--- src/rtl/ctag_pkg.sv ---
package ctag_pkg;
   typedef enum logic [2:0] {
      OP_NONE,
      OP_CFG,
      OP_LOOKUP,
      OP_FILL,
      OP_INV
   } ctag_op_e;
endpackage

--- src/rtl/ctag_match.sv ---
module ctag_match #(
   parameter int WAYS  = 4,
   parameter int TAG_W = 24,
   localparam int WAY_W = $clog2(WAYS),
   localparam int LIM_W = $clog2(WAYS + 1)
) (
   input  logic [WAYS-1:0]       valid,
   input  logic [WAYS-1:0]       secure,
   input  logic [WAYS*TAG_W-1:0] tags,
   input  logic [LIM_W-1:0]      limit,
   input  logic [TAG_W-1:0]      tag,
   input  logic                  sec,
   output logic                  hit,
   output logic [WAY_W-1:0]      way
);
   logic [WAYS-1:0] match;

   for (genvar g = 0; g < WAYS; g++) begin : g_cmp
      assign match[g] = valid[g] && (secure[g] == sec) &&
                        (tags[g*TAG_W +: TAG_W] == tag) &&
                        (LIM_W'(g) < limit);
   end

   always_comb begin
      hit = |match;
      way = '0;
      for (int i = WAYS - 1; i >= 0; i--)
         if (match[i]) way = WAY_W'(i);
   end
endmodule

--- src/rtl/ctag_victim.sv ---
module ctag_victim #(
   parameter int WAYS = 4,
   localparam int WAY_W = $clog2(WAYS),
   localparam int LIM_W = $clog2(WAYS + 1)
) (
   input  logic [WAYS-1:0]  valid,
   input  logic [LIM_W-1:0] limit,
   output logic [WAY_W-1:0] way
);
   logic found;

   always_comb begin
      way   = WAY_W'(limit - LIM_W'(1));
      found = 1'b0;
      for (int i = 0; i < WAYS; i++) begin
         if (!found && (LIM_W'(i) < limit) && !valid[i]) begin
            way   = WAY_W'(i);
            found = 1'b1;
         end
      end
   end
endmodule

--- src/rtl/ctag_latency.sv ---
module ctag_latency #(
   parameter int TIME_W     = 16,
   parameter int ACCESS_LAT = 3
) (
   input  logic [TIME_W-1:0] ready,
   input  logic [TIME_W-1:0] now,
   output logic [TIME_W-1:0] lat
);
   logic [TIME_W-1:0] remain;

   always_comb begin
      remain = ready - now;
      if ((ready > now) && (remain > TIME_W'(ACCESS_LAT)))
         lat = remain + TIME_W'(ACCESS_LAT);
      else
         lat = TIME_W'(ACCESS_LAT);
   end
endmodule

--- src/rtl/cache_tag_store.sv ---
module cache_tag_store
   import ctag_pkg::*;
#(
   parameter int ADDR_W     = 32,
   parameter int SET_SHIFT  = 6,
   parameter int SET_BITS   = 2,
   parameter int TAG_SHIFT  = 8,
   parameter int WAYS       = 4,
   parameter int REQS       = 4,
   parameter int CNT_W      = 16,
   parameter int TIME_W     = 16,
   parameter int LOOKUP_LAT = 2,
   parameter int ACCESS_LAT = 3,
   parameter bit SEQ_DATA   = 1'b1,
   localparam int SETS  = 1 << SET_BITS,
   localparam int TAG_W = ADDR_W - TAG_SHIFT,
   localparam int WAY_W = $clog2(WAYS),
   localparam int LIM_W = $clog2(WAYS + 1),
   localparam int REQ_W = $clog2(REQS)
) (
   input  logic                  clk,
   input  logic                  rst_n,
   input  logic                  cfg_we,
   input  logic [LIM_W-1:0]      cfg_ways,
   output logic [LIM_W-1:0]      alloc_ways,
   output logic                  cfg_err,
   input  logic                  lkp_req,
   input  logic [ADDR_W-1:0]     lkp_addr,
   input  logic                  lkp_secure,
   output logic                  lkp_done,
   output logic                  lkp_hit,
   output logic [WAY_W-1:0]      lkp_way,
   output logic [TIME_W-1:0]     lkp_lat,
   output logic [CNT_W-1:0]      lkp_refs,
   input  logic                  fill_req,
   input  logic [ADDR_W-1:0]     fill_addr,
   input  logic                  fill_secure,
   input  logic [REQ_W-1:0]      fill_owner,
   input  logic [TIME_W-1:0]     fill_ready,
   output logic                  fill_done,
   output logic [WAY_W-1:0]      fill_way,
   output logic                  evict_valid,
   output logic [ADDR_W-1:0]     evict_addr,
   input  logic                  inv_req,
   input  logic [SET_BITS-1:0]   inv_set,
   input  logic [WAY_W-1:0]      inv_way,
   output logic [TIME_W-1:0]     cycle_now,
   output logic [CNT_W-1:0]      in_use,
   output logic [REQS*CNT_W-1:0] occupancy,
   output logic [CNT_W-1:0]      tag_accesses,
   output logic [CNT_W-1:0]      data_accesses,
   output logic [CNT_W-1:0]      replacements,
   output logic [CNT_W-1:0]      ref_total
);
   localparam int OWN_W = REQ_W + 1;
   localparam logic [OWN_W-1:0] NO_OWNER = {1'b1, {REQ_W{1'b0}}};

   // elaboration-time parameter checks
   if (WAYS < 2) begin : g_bad_ways
      $error("WAYS must be at least 2");
   end
   if (REQS < 2) begin : g_bad_reqs
      $error("REQS must be at least 2");
   end
   if (TAG_SHIFT < SET_SHIFT + SET_BITS) begin : g_bad_shift
      $error("tag field overlaps set index");
   end
   if (TAG_SHIFT >= ADDR_W) begin : g_bad_tag
      $error("TAG_SHIFT leaves no tag bits");
   end

   // storage
   logic [WAYS-1:0]   valid_q [SETS];
   logic [WAYS-1:0]   sec_q   [SETS];
   logic [TAG_W-1:0]  tag_q   [SETS][WAYS];
   logic [OWN_W-1:0]  own_q   [SETS][WAYS];
   logic [CNT_W-1:0]  ref_q   [SETS][WAYS];
   logic [TIME_W-1:0] rdy_q   [SETS][WAYS];
   logic [CNT_W-1:0]  occ_q   [REQS];
   logic [CNT_W-1:0]  occ_n   [REQS];
   logic [LIM_W-1:0]  alloc_q;
   logic [TIME_W-1:0] now_q;

   ctag_op_e op;
   always_comb begin
      op = OP_NONE;
      if (cfg_we)        op = OP_CFG;
      else if (lkp_req)  op = OP_LOOKUP;
      else if (fill_req) op = OP_FILL;
      else if (inv_req)  op = OP_INV;
   end

   // address split
   logic [SET_BITS-1:0] l_set, f_set;
   logic [TAG_W-1:0]    l_tag, f_tag;
   assign l_set = lkp_addr[SET_SHIFT +: SET_BITS];
   assign l_tag = lkp_addr[ADDR_W-1:TAG_SHIFT];
   assign f_set = fill_addr[SET_SHIFT +: SET_BITS];
   assign f_tag = fill_addr[ADDR_W-1:TAG_SHIFT];

   logic [WAYS*TAG_W-1:0] l_tags;
   always_comb
      for (int w = 0; w < WAYS; w++) l_tags[w*TAG_W +: TAG_W] = tag_q[l_set][w];

   logic             m_hit;
   logic [WAY_W-1:0] m_way, v_way;
   logic [TIME_W-1:0] hit_lat;

   ctag_match #(.WAYS(WAYS), .TAG_W(TAG_W)) u_match (
      .valid(valid_q[l_set]), .secure(sec_q[l_set]), .tags(l_tags),
      .limit(alloc_q), .tag(l_tag), .sec(lkp_secure),
      .hit(m_hit), .way(m_way));

   ctag_victim #(.WAYS(WAYS)) u_victim (
      .valid(valid_q[f_set]), .limit(alloc_q), .way(v_way));

   ctag_latency #(.TIME_W(TIME_W), .ACCESS_LAT(ACCESS_LAT)) u_lat (
      .ready(rdy_q[l_set][m_way]), .now(now_q), .lat(hit_lat));

   // data-array access accounting variant
   logic [CNT_W-1:0] data_inc;
   if (SEQ_DATA) begin : g_seq
      assign data_inc = CNT_W'(m_hit);
   end else begin : g_par
      assign data_inc = CNT_W'(alloc_q);
   end

   // victim and invalidate targets
   logic             vic_valid, inv_hit;
   logic [CNT_W-1:0] vic_ref;
   assign vic_valid = valid_q[f_set][v_way];
   assign vic_ref   = ref_q[f_set][v_way];
   assign inv_hit   = valid_q[inv_set][inv_way];

   // occupancy next-state
   logic             dec_en, inc_en;
   logic [REQ_W-1:0] dec_id;
   assign dec_en = ((op == OP_FILL) && vic_valid) || ((op == OP_INV) && inv_hit);
   assign dec_id = (op == OP_FILL) ? own_q[f_set][v_way][REQ_W-1:0]
                                   : own_q[inv_set][inv_way][REQ_W-1:0];
   assign inc_en = (op == OP_FILL);

   always_comb begin
      for (int r = 0; r < REQS; r++) begin
         occ_n[r] = occ_q[r];
         if (dec_en && (dec_id == REQ_W'(r))) occ_n[r] = occ_n[r] - CNT_W'(1);
         if (inc_en && (fill_owner == REQ_W'(r))) occ_n[r] = occ_n[r] + CNT_W'(1);
      end
   end

   always_ff @(posedge clk or negedge rst_n) begin
      if (!rst_n) begin
         for (int s = 0; s < SETS; s++) begin
            valid_q[s] <= '0;
            sec_q[s]   <= '0;
            for (int w = 0; w < WAYS; w++) begin
               tag_q[s][w] <= '0;
               own_q[s][w] <= NO_OWNER;
               ref_q[s][w] <= '0;
               rdy_q[s][w] <= '0;
            end
         end
         for (int r = 0; r < REQS; r++) occ_q[r] <= '0;
         alloc_q       <= LIM_W'(WAYS);
         now_q         <= '0;
         cfg_err       <= 1'b0;
         lkp_done      <= 1'b0;
         lkp_hit       <= 1'b0;
         lkp_way       <= '0;
         lkp_lat       <= '0;
         lkp_refs      <= '0;
         fill_done     <= 1'b0;
         fill_way      <= '0;
         evict_valid   <= 1'b0;
         evict_addr    <= '0;
         in_use        <= '0;
         tag_accesses  <= '0;
         data_accesses <= '0;
         replacements  <= '0;
         ref_total     <= '0;
      end else begin
         now_q     <= now_q + TIME_W'(1);
         cfg_err   <= 1'b0;
         lkp_done  <= 1'b0;
         fill_done <= 1'b0;
         for (int r = 0; r < REQS; r++) occ_q[r] <= occ_n[r];
         case (op)
            OP_CFG: begin
               if ((cfg_ways == '0) || (cfg_ways > LIM_W'(WAYS))) cfg_err <= 1'b1;
               else alloc_q <= cfg_ways;
            end
            OP_LOOKUP: begin
               lkp_done      <= 1'b1;
               lkp_hit       <= m_hit;
               lkp_way       <= m_way;
               tag_accesses  <= tag_accesses + CNT_W'(alloc_q);
               data_accesses <= data_accesses + data_inc;
               if (m_hit) begin
                  ref_q[l_set][m_way] <= ref_q[l_set][m_way] + CNT_W'(1);
                  lkp_refs            <= ref_q[l_set][m_way] + CNT_W'(1);
                  lkp_lat             <= hit_lat;
               end else begin
                  lkp_refs <= '0;
                  lkp_lat  <= TIME_W'(LOOKUP_LAT);
               end
            end
            OP_FILL: begin
               fill_done   <= 1'b1;
               fill_way    <= v_way;
               evict_valid <= vic_valid;
               evict_addr  <= (ADDR_W'(tag_q[f_set][v_way]) << TAG_SHIFT) |
                              (ADDR_W'(f_set) << SET_SHIFT);
               if (vic_valid) begin
                  replacements <= replacements + CNT_W'(1);
                  ref_total    <= ref_total + vic_ref;
               end else begin
                  in_use <= in_use + CNT_W'(1);
               end
               valid_q[f_set][v_way] <= 1'b1;
               sec_q[f_set][v_way]   <= fill_secure;
               tag_q[f_set][v_way]   <= f_tag;
               own_q[f_set][v_way]   <= {1'b0, fill_owner};
               ref_q[f_set][v_way]   <= '0;
               rdy_q[f_set][v_way]   <= fill_ready;
               tag_accesses          <= tag_accesses + CNT_W'(1);
               data_accesses         <= data_accesses + CNT_W'(1);
            end
            OP_INV: begin
               if (inv_hit) begin
                  valid_q[inv_set][inv_way] <= 1'b0;
                  own_q[inv_set][inv_way]   <= NO_OWNER;
                  in_use                    <= in_use - CNT_W'(1);
               end
            end
            default: ;
         endcase
      end
   end

   assign alloc_ways = alloc_q;
   assign cycle_now  = now_q;
   for (genvar r = 0; r < REQS; r++) begin : g_occ
      assign occupancy[r*CNT_W +: CNT_W] = occ_q[r];
   end

   // assertions
   AST_ONE_OP: assert property (@(posedge clk) disable iff (!rst_n)
      $onehot0({cfg_we, lkp_req, fill_req, inv_req}));
   AST_LKP_DONE: assert property (@(posedge clk) disable iff (!rst_n)
      lkp_req |=> lkp_done);
   AST_MISS_LAT: assert property (@(posedge clk) disable iff (!rst_n)
      (lkp_done && !lkp_hit) |-> (lkp_lat == TIME_W'(LOOKUP_LAT)));
   AST_HIT_LAT: assert property (@(posedge clk) disable iff (!rst_n)
      (lkp_done && lkp_hit) |-> (lkp_lat >= TIME_W'(ACCESS_LAT)));
   AST_FILL_BOUND: assert property (@(posedge clk) disable iff (!rst_n)
      fill_done |-> (LIM_W'(fill_way) < alloc_q));
   AST_INUSE_MAX: assert property (@(posedge clk) disable iff (!rst_n)
      in_use <= CNT_W'(SETS * WAYS));
   AST_LIMIT_RANGE: assert property (@(posedge clk) disable iff (!rst_n)
      (alloc_q != '0) && (alloc_q <= LIM_W'(WAYS)));
   AST_ERR_KEEPS: assert property (@(posedge clk) disable iff (!rst_n)
      cfg_err |-> $stable(alloc_q));
   AST_HIT_BOUND: assert property (@(posedge clk) disable iff (!rst_n)
      (lkp_done && lkp_hit) |-> (LIM_W'(lkp_way) < alloc_q));
   AST_IDLE_STATS: assert property (@(posedge clk) disable iff (!rst_n)
      (!lkp_req && !fill_req) |=> $stable(tag_accesses));
endmodule

--- config.mk ---
export PLATFORM = sky130hd
export DESIGN_NAME = cache_tag_store
export DESIGN_NICKNAME = d
export VERILOG_FILES = /design/src/rtl/ctag_pkg.sv /design/src/rtl/ctag_match.sv /design/src/rtl/ctag_victim.sv /design/src/rtl/ctag_latency.sv /design/src/rtl/cache_tag_store.sv
export SDC_FILE = /design/constraint.sdc
export NUM_CORES = 2
export LEC_CHECK = 0
export BUFFER_PORTS_ARGS = -buffer_cell sky130_fd_sc_hd__buf_2
export CAP_MARGIN = 20
export CORE_ASPECT_RATIO = 0.8
export CORE_MARGIN = 2
export CORE_UTILIZATION = 46
export DETAILED_ROUTE_END_ITERATION = 6
export PLACE_DENSITY = 0.61
export SETUP_SLACK_MARGIN = 0.02
export SYNTH_ARGS = -nofsm -noshare
export SYNTH_HDL_FRONTEND = slang
export SYNTH_HIERARCHICAL = 1
export SYNTH_SLANG_ARGS = --single-unit
--- constraint.sdc ---
create_clock -name clk -period 8.3 [get_ports clk]
set_clock_uncertainty 0.1 [all_clocks]
set_input_delay 0.415 -clock clk [delete_from_list [all_inputs] [get_ports clk]]
set_output_delay 0.415 -clock clk [all_outputs]
set_load 0.01 [all_outputs]
==> out/results.txt <==
Seq cells post-synth = 1190
Register area share after synthesis = 0.4639
Pre-CTS setup slack = 594.9 ps
Die area = 142600 um^2
Final number of setup-violating endpoints = 0
Crit-path cells = mux4_2 > xor2_1 > nor4_1 > nand4_1 > or4_1 > a21oi_4 > buf_4 > mux4_2 > fa_1 > a211oi_1 > nor4_2 > nor3_1 > o31ai_1 > a21oi_1 > xor2_1 > a41o_1 > or2_2 > inv_1 > a31oi_1
# clock sinks = 1190
Die height = 338.1 um
CTS tree = yes
P per Cell Area = 276.2 nW/um^2
EDFF count, synth = 0
CP delay by family, top = simple AND/OR/NAND/NOR gates
Clock transition at path regs = 60 ps
Power Internal = 13.21 mW
Grt ovf = 0
Final #Nets = 6688
Clock root cell = clkbuf_16
P_sw = 6.801 mW
Via density = 6.068
Worst setup margin = 1276 ps
Initial DRC count = 6222
I/O pins = 333
Antenna-violating nets left = 0
Leakage = 34.57 nW
Finished Layout Cells = 8495
Distinct cells, synth = 94
Initial core utilization = 0.4637
Dpl cell area = 67410 um^2
CTS Buf Count = 132
Drt first pass iters = 7
Placed cells = 8197
Clock period minus worst slack = 7024 ps
Reg power frac = 0.406
Setup repair bufs after CTS = 0
First-pass GRT wire length = 326800 um
Number of buffers added on ports = 314
Most used flip-flop cell after synthesis = dfrtp_1
Crit start category = register
Final WL = 217400 um
Slew Viols, Final = 0
Max Buffers Root-to-Sink = 3
Max H-tree Level = 4
Slowest CP cell = mux4_2
Sequential Area = 29780 um^2
Synth Warn # = 6
Via count = 51546
Syn Inst Count = 6389
Placeable Area = 138500 um^2
Hpwl dp = 132000 um
Top cells by area, synth = dfrtp_1, mux4_2, nand2_1, xnor2_1, clkbuf_1
Fin. Hold Viols = 0
Fill cell count = 12396
Synth top area share = 0.4635
Worst EP required = 8880 ps
Post_cts resized = 0
Gate power share = 0.286
Multi-input gate area = 32460 um^2
Avg Inst Size Synth = 10.05 um^2
Asr flop ratio synth = 1.000
Residual DRC = 4
Clock power frac = 0.309
Max Cap Viol = 0
Number of global-route vias before repair = 50043
Largest net degree at the start of global routing = 179
Site Rows = 122
Unrepaired setup endpoints after global routing = no
P&R area growth vs syn = 12.86%
Maximum clock rate = 142.4 MHz
Slew headroom = 0.2050
Failing checks = design-rule violations
Initial antenna violation count = 16
Fin area = 72450 um^2
CP Class = reg2reg
Final core utilization = 0.5233
Die span in x = 421.7 um
Placer congestion estimate = 0.9116
Setup crit end kind = register
CP Data Arrival Time = 7610 ps
Switching Share = 0.3398
Maximum VDD drop = 214.5 uV
Setup TNS = 0 ps
Hold crit path type = in2reg
Worst path bufs/invs = 2
WL/cell = 25.59 um
Yosys top cell by area = dfrtp_1
Worst-Margin Slew = 1192 ps
Crit path max fanout = 16
Fin crit share = 0.8463
Clk Latency, worst-skew pair = 790 ps
Post-Syn Area = 64200 um^2
Crit-path max cell delay = 610 ps
Share of cells above drive strength 1 = 0.1855
Status = finished with violations
GRT Total Usage = 0.3029
power groups by stage:
stage | registers [mW] | logic [mW] | clock network, mW
after floorplan | 7.94 | 3.99 | 0
after global placement | 8.12 | 5.50 | 0
after detailed placement | 8.16 | 5.62 | 0
after CTS | 8.08 | 5.67 | 6.26
after global routing | 8.28 | 6.24 | 6.50
final | 8.12 | 5.72 | 6.17
registers in the layout, summed over array words and instances, names as in the netlist, 26 cells and up:
signal	flops
evict_addr	26
occupancy	64
own_q	32
ref_q	256
rdy_q	256
tag_q	384
through the flow:
step                      hold slack (ps)  power [mW]
after floorplan                     19.41       11.92
after global placement              352.7       13.61
after detailed placement            350.2       13.78
after CTS                           49.10       20.00
after global routing                110.2       21.02
final                               79.89       20.01
final timing paths:
check	from	end	slack [ps]	depth (start not counted)
min in group asynchronous	rst_n	ref_total[2]	120	2
worst min register to register	ref_total[15]	ref_total[15]	360	1
max in group asynchronous	rst_n	rdy_q[60]	5660	4
worst min-delay path	fill_addr[6]	evict_addr[6]	80	3
worst max-delay path	tag_q[71]	lkp_lat[1]	1280	19
worst max register to register	tag_q[71]	lkp_lat[1]	1280	19
Yosys cell counts, types with 8 or more instances:
| cell | instances |
|---|---|
| or4_1 | 8 |
| nor2_1 | 187 |
| and2_1 | 18 |
| and3_1 | 22 |
| a22o_1 | 114 |
| o21ai_0 | 264 |
| a31oi_1 | 26 |
| a21o_1 | 20 |
| xor2_1 | 102 |
| o22a_1 | 12 |
| xnor2_1 | 222 |
| a21oi_1 | 72 |
| nand3b_1 | 11 |
| buf_2 | 50 |
| o21bai_1 | 13 |
| a211oi_1 | 10 |
| clkbuf_1 | 373 |
| nor2b_1 | 18 |
| and4_1 | 8 |
| a211o_1 | 9 |
| nand2b_1 | 22 |
| or3_1 | 24 |
| or2_2 | 14 |
| o211ai_1 | 26 |
| nand4_1 | 47 |
| dfrtp_1 | 1189 |
| inv_1 | 62 |
| buf_4 | 13 |
| ha_1 | 63 |
| nor4_1 | 26 |
| mux4_2 | 485 |
| mux2i_1 | 20 |
| buf_1 | 29 |
| nor3_1 | 78 |
| nand2_1 | 2345 |
| mux2_2 | 15 |
| buf_6 | 16 |
| nand3_1 | 238 |
final cells by class:
| cell class | instances | area share |
|---|---|---|
| Multi-Input combinational cell | 4660 | 0.4481 |
| Antenna cell | 9 | 0.0003109 |
| Sequential cell | 1190 | 0.4110 |
| Clock buffer | 187 | 0.05321 |
| Timing Repair Buffer | 477 | 0.04324 |
| Inverter | 63 | 0.003264 |
| Tap cell | 1860 | 0.03212 |
| Clock inverter | 49 | 0.008721 |
cells by family after synthesis:
logic type	Yosys count	synth area share
and+or+nand+nor	3104	0.2013
DFF	1190	0.4639
AOI/OAI and AO/OA	636	0.06494
buffers and inverters	544	0.03541
muxes	520	0.1759
xor gates and xnor gates	327	0.04496
adders and majority gates	67	0.01353
other	1	0.00005842
layer usage:
layer	up-vias	GRT usage	wire [um]
met3	483	0.06792	21350
met4	4	0.1098	7911
met2	2693	0.4560	98060
met5	-	0	32
li1	22317	-	-
met1	26049	0.4315	90050
repair_timing:
item / 4_1_cts / 5_1_grt
hold buffers: 52 / 0
endpoints found under the setup margin: 0 / 0
endpoints found under the hold margin: 776 / 0
layout by cell type (no fill, tap or decap), types with 22 or more instances in the layout:
cell type / instances
or3_1: 24
o211ai_1: 26
nor2_1: 170
a22o_1: 114
nor4_1: 26
ha_1: 63
clkbuf_8: 27
mux4_2: 485
xnor2_1: 222
nand4_1: 47
buf_2: 309
a21oi_1: 71
clkbuf_16: 136
inv_1: 62
buf_4: 98
a31oi_1: 26
dlygate4sd3_1: 52
nand3_1: 238
clkbuf_1: 25
o21ai_0: 263
xor2_1: 102
and3_1: 22
dfrtp_1: 1189
nand2_1: 2329
nor3_1: 78
worst reg2reg max path, stage by stage, from the launching register on:
cell,delay (ps)
dfrtp_1,400
mux4_2,520
xor2_1,180
nor4_1,530
nand4_1,240
or4_1,540
a21oi_4,270
buf_4,430
mux4_2,620
fa_1,540
a211oi_1,410
nor4_2,110
nor3_1,330
o31ai_1,120
a21oi_1,220
xor2_1,440
a41o_1,520
or2_2,190
inv_1,30
a31oi_1,140
No activity file was read; power rests on OpenSTA's default activity.
